## src/rtl/dbi_codec.sv

```systemverilog
module dbi_codec #(
  parameter int DATA_W = 64,
  parameter int LANE_W = 16
) (
  input  logic              clk,
  input  logic              rst,
  input  logic              enc_valid_in,
  input  logic [DATA_W-1:0] enc_data_in,
  output logic              enc_valid_out,
  output logic [DATA_W-1:0] enc_bus_n,
  output logic [DATA_W/LANE_W-1:0] enc_flag_n,
  input  logic [DATA_W-1:0] dec_bus_n,
  input  logic [DATA_W/LANE_W-1:0] dec_flag_n,
  output logic [DATA_W-1:0] dec_data_out
);
  localparam int LANES = DATA_W / LANE_W;
  localparam int CW = $clog2(LANE_W + 1);
  localparam logic [CW-1:0] INV_MIN = CW'(LANE_W / 2 + 1);

  function automatic logic [CW-1:0] ones(input logic [LANE_W-1:0] v);
    logic [CW-1:0] n;
    n = '0;
    for (int k = 0; k < LANE_W; k++) n = n + CW'(v[k]);
    return n;
  endfunction

  logic [LANES-1:0]  inv;
  logic [DATA_W-1:0] bus_nxt;

  for (genvar i = 0; i < LANES; i++) begin : g_lane
    wire [LANE_W-1:0] d = enc_data_in[i*LANE_W +: LANE_W];
    assign inv[i] = ones(d) >= INV_MIN;
    assign bus_nxt[i*LANE_W +: LANE_W] = inv[i] ? d : ~d;
    assign dec_data_out[i*LANE_W +: LANE_W] = dec_flag_n[i] ?
        ~dec_bus_n[i*LANE_W +: LANE_W] : dec_bus_n[i*LANE_W +: LANE_W];

    assert_lane_lows_R8: assert property (@(posedge clk) disable iff (rst)
      enc_valid_out |-> $countones(~enc_bus_n[i*LANE_W +: LANE_W]) <= LANE_W/2);

    assert_flagged_lane_R3: assert property (@(posedge clk) disable iff (rst)
      !rst && enc_valid_in && ones(enc_data_in[i*LANE_W +: LANE_W]) >= INV_MIN
      |=> !enc_flag_n[i] && enc_bus_n[i*LANE_W +: LANE_W] == $past(enc_data_in[i*LANE_W +: LANE_W]));

    assert_tie_plain_R4: assert property (@(posedge clk) disable iff (rst)
      !rst && enc_valid_in && ones(enc_data_in[i*LANE_W +: LANE_W]) == CW'(LANE_W/2)
      |=> enc_flag_n[i]);
  end

  always_ff @(posedge clk) begin
    if (rst || !enc_valid_in) begin
      enc_bus_n  <= '1;
      enc_flag_n <= '1;
    end else begin
      enc_bus_n  <= bus_nxt;
      enc_flag_n <= ~inv;
    end
    enc_valid_out <= !rst && enc_valid_in;
  end

  function automatic logic [DATA_W-1:0] restore(input logic [DATA_W-1:0] b,
                                                input logic [LANES-1:0] f);
    logic [DATA_W-1:0] r;
    for (int k = 0; k < LANES; k++)
      r[k*LANE_W +: LANE_W] = f[k] ? ~b[k*LANE_W +: LANE_W] : b[k*LANE_W +: LANE_W];
    return r;
  endfunction

  assert_latency_R6: assert property (@(posedge clk) disable iff (rst)
    !rst && enc_valid_in |=> enc_valid_out);

  assert_idle_high_R7: assert property (@(posedge clk) disable iff (rst)
    !enc_valid_out |-> (&enc_bus_n) && (&enc_flag_n));

  assert_roundtrip_R10: assert property (@(posedge clk) disable iff (rst)
    enc_valid_out |-> restore(enc_bus_n, enc_flag_n) == $past(enc_data_in));
endmodule

```

## config.mk

```make
export PLATFORM = sky130hd
export DESIGN_NAME = dbi_codec
export DESIGN_NICKNAME = d
export VERILOG_FILES = /design/src/rtl/dbi_codec.sv
export SDC_FILE = /design/constraint.sdc
export NUM_CORES = 1
export LEC_CHECK = 0
export BUFFER_PORTS_ARGS = -buffer_cell sky130_fd_sc_hd__buf_2
export CAP_MARGIN = 20
export CORE_MARGIN = 3
export CORE_UTILIZATION = 42
export CTS_CLUSTER_SIZE = 28
export DETAILED_ROUTE_END_ITERATION = 10
export PLACE_DENSITY = 0.76
export SYNTH_ARGS = -nofsm -noshare
export SYNTH_HDL_FRONTEND = slang
export SYNTH_SLANG_ARGS = --single-unit
```

## constraint.sdc

```tcl
create_clock -name clk -period 5.1 [get_ports clk]
set_clock_uncertainty 0.15 [all_clocks]
set_input_delay 1.02 -clock clk [delete_from_list [all_inputs] [get_ports clk]]
set_output_delay 1.02 -clock clk [all_outputs]
set_load 0.01 [all_outputs]
```

==> results.py <==
metrics = {
    "sta": {
        "worstMarginPinSlew_ns": 0.869,
        "period_needed_ns": 4.78,
        "finalHoldViolCount": 0,
        "relSlewSlack_pct": 42.1,
        "setup_viol": 0,
        "period_share_pct": 93.7,
        "hold-worst-slack_ns": 0.805,
        "drv_slew": 0,
        "setup_ws_ns": 0.321,
        "max_freq_ghz": 0.209,
        "rsz0062_at_grt": "false",
    },
    "cells_and_area": {
        "seq_area_um2": 1380,
        "syn2layout_area_growth_pct": 34.3,
        "multi_input_area_um2": 3050,
        "finalNonFillerCells": 960,
        "drive_gt1_share_pct": 36.5,
        "diodes": 0,
        "num-nets-final": 1007,
        "stdcell_area_um2": 6750,
        "fill_cells": 1033,
    },
    "drt": {
        "ant_nets": 0,
        "vias_per_cell": 4.56,
        "drt-total-wl_um": 12900,
        "via_count": 4382,
        "drt_pass1_iterations": 4,
        "drtIter0Drc": 243,
        "drc": 0,
        "wl_per_cell_um": 13.5,
    },
    "global_route": {
        "grt_pass1_wl_um": 20000,
        "met3_usage_pct": 4.18,
        "antenna_found_initial": 0,
        "grt-busiest-layer": "met2",
        "grt_use_met1_pct": 20.6,
        "grt_pass1_vias": 4308,
        "use_met2_pct": 35.7,
        "grt_max_degree": 93,
        "gr-usage-all-layers_pct": 19.1,
        "grt_overflow_total": 0,
    },
    "power": {
        "powerDensity_nw_per_um2": 474,
        "p_leak_nw": 3.81,
        "p_total_mw": 3.20,
        "ir_drop_mv": 0.229,
    },
    "cts": {
        "cts_setup_buffers": 0,
        "cts-root-buf": "clkbuf_16",
        "path_clk_slew_ns": 0.06,
        "cts_hold_buf": 0,
        "h-tree-depth": 3,
        "cts_tree": "built",
        "cts_resized": 0,
        "cts_buffer_depth": 2,
        "cts.sinks": 69,
        "numCtsBuffers": 9,
    },
    "placement": {
        "place_ws_ns": -0.0360,
        "globalplace.congestion": 0.885,
        "dp_hpwl_um": 10600,
        "io_buffer_count": 267,
        "placedCellCount": 944,
        "placed_area_um2": 6440,
    },
    "floorplan": {
        "start_util_pct": 43.5,
        "die_y_um": 115,
        "dieArea_um2": 13300,
        "die_w_um": 115,
        "io_pins": 268,
        "fp.coreArea_um2": 11600,
        "rows": 39,
    },
    "flow_run": {
        "drv_cap": 0,
    },
    "worst_setup_path": {
        "cp.arrival_ns": 4.88,
        "worstSetupEndpointType": "flop",
        "crit_required_ns": 5.20,
        "cp-startpoint": "enc_data_in[32]",
        "path_max_fanout": 17,
        "crit_type": "in -> reg",
        "critPathLaunchType": "primary input",
    },
    "synth": {
        "synthCells": 557,
        "synth_top_flop_cell": "dfxtp_1",
        "synth_mux_area_share_pct": 12.7,
        "synth_compound_area_share_pct": 2.94,
        "yosysUniqueCellTypes": 22,
        "synth_top_family_by_area": "adder cells",
        "synthArstFlopShare_pct": 0,
        "ys_ff_latch": 69,
        "synth_fa_ha_area_share_pct": 20.9,
        "seq_area_frac_synth_pct": 27.5,
        "synth_warnings": 0,
        "avgSynthCellArea_um2": 9.03,
        "syn-cell-area_um2": 5030,
        "synth_edf_count": 0,
        "synth-simple-area-share_pct": 12.0,
        "syn_nets": 752,
        "synthXorXnorAreaFrac_pct": 11.8,
    },
    "min_path": {
        "hold_start": "enc_data_in[57]",
        "whs_path_depth": 3,
        "hold_class": "in -> reg",
        "hold_end": "enc_bus_n[57]",
    },
    "outcome": {
        "status": "finished, final reports clean",
    },
}
cell families (layout without fill, tap and decap cells):
| logic type | Yosys count | in the layout |
|---|---|---|
| fa+ha+maj | 60 | 60 |
| simple gates | 145 | 145 |
| compound gates | 16 | 16 |
| xor+xnor | 68 | 68 |
| flops | 69 | 69 |
| mux | 64 | 64 |
| buf+inv | 135 | 395 |
cells in the mapped netlist (6+ instances only):
cell type / n / area (um2)
nor2_1: 128 / 480
inv_1: 102 / 383
dfxtp_1: 69 / 1380
mux2i_1: 64 / 641
xor2_1: 64 / 561
fa_1: 40 / 801
ha_1: 20 / 250
clkbuf_1: 16 / 60.1
nand2b_1: 9 / 56.3
buf_2: 6 / 30.0
layout by cell type (no fill, tap or decap):
cell type | Yosys | layout
o32a_1 | 4 | 4
buf_12 | 4 | 4
clkinvlp_4 | 0 | 1
xnor2_1 | 4 | 4
nand2b_1 | 9 | 8
and4b_2 | 2 | 2
and4b_1 | 2 | 2
bufinv_16 | 0 | 1
and2_1 | 4 | 4
buf_4 | 0 | 3
a21oi_1 | 4 | 4
clkbuf_16 | 0 | 9
inv_1 | 102 | 102
nand2b_4 | 0 | 1
clkinv_2 | 0 | 1
clkbuf_1 | 16 | 1
dfxtp_1 | 69 | 69
a21o_1 | 4 | 4
o41ai_1 | 1 | 1
o41ai_2 | 3 | 3
fa_1 | 40 | 40
nor2_1 | 128 | 128
xor2_1 | 64 | 64
mux2i_1 | 64 | 64
buf_2 | 6 | 267
ha_1 | 20 | 20
clkbuf_8 | 0 | 3
inv_2 | 3 | 3
per-stage QoR:
stage / TNS (ns) / utilization [%]
4_1_cts: 0 / 58.4
6_report: 0 / 58.4
2_1_floorplan: 0 / -
3_5_place_dp: -0.184 / 55.7
3_3_place_gp: 0 / 55.7
5_1_grt: 0 / 58.4
routing by layer:
layer,wire length [um],share of wire (%)
met1,4680,36
met2,6900,53
met3,889,6.9
met4,445,3.4
met5,0,0
critical path, cell delays in order:
cell      delay (ns)
buf_2           0.09
inv_1           0.06
fa_1            0.58
fa_1            0.45
fa_1            0.54
fa_1            0.41
inv_1           0.07
ha_1            0.16
inv_1           0.05
fa_1            0.47
nand2b_1        0.09
o41ai_2         0.22
o32a_1          0.25
buf_12          0.18
mux2i_1         0.22
how the worst max path moves through the flow:
stage / end / slack (ns) / depth (start not counted)
6_report: enc_bus_n[37] / 0.32 / 15
5_1_grt: enc_bus_n[37] / 0.1 / 15
4_1_cts: enc_bus_n[58] / 0.32 / 15
3_5_place_dp: enc_bus_n[58] / -0.04 / 15
3_3_place_gp: enc_bus_n[11] / 0.06 / 15
2_1_floorplan: enc_bus_n[10] / 0.26 / 15
registers in the layout, summed over array words and instances (netlist names):
signal / cells
enc_bus_n: 64
enc_flag_n: 4
enc_valid_out: 1
area by class of cell:
| type | count | share of cell area (%) |
|---|---|---|
| Clock buffer | 13 | 4.00 |
| Clock inverter | 3 | 0.630 |
| Inverter | 105 | 5.84 |
| Multi-Input combinational cell | 353 | 45.1 |
| Sequential cell | 69 | 20.5 |
| Tap cell | 143 | 2.65 |
| Timing Repair Buffer | 274 | 21.3 |
report_power, final:
| part | total, mW | internal [mW] | switching [mW] | leakage [nW] |
|---|---|---|---|---|
| sequential | 0.724 | 0.688 | 0.0358 | 0.569 |
| clock | 0.649 | 0.418 | 0.232 | 0.152 |
| combinational | 1.83 | 0.893 | 0.937 | 3.09 |
| total | 3.20 | 2.00 | 1.20 | 3.81 |
Note: power is estimated with default switching activity, not from simulation.
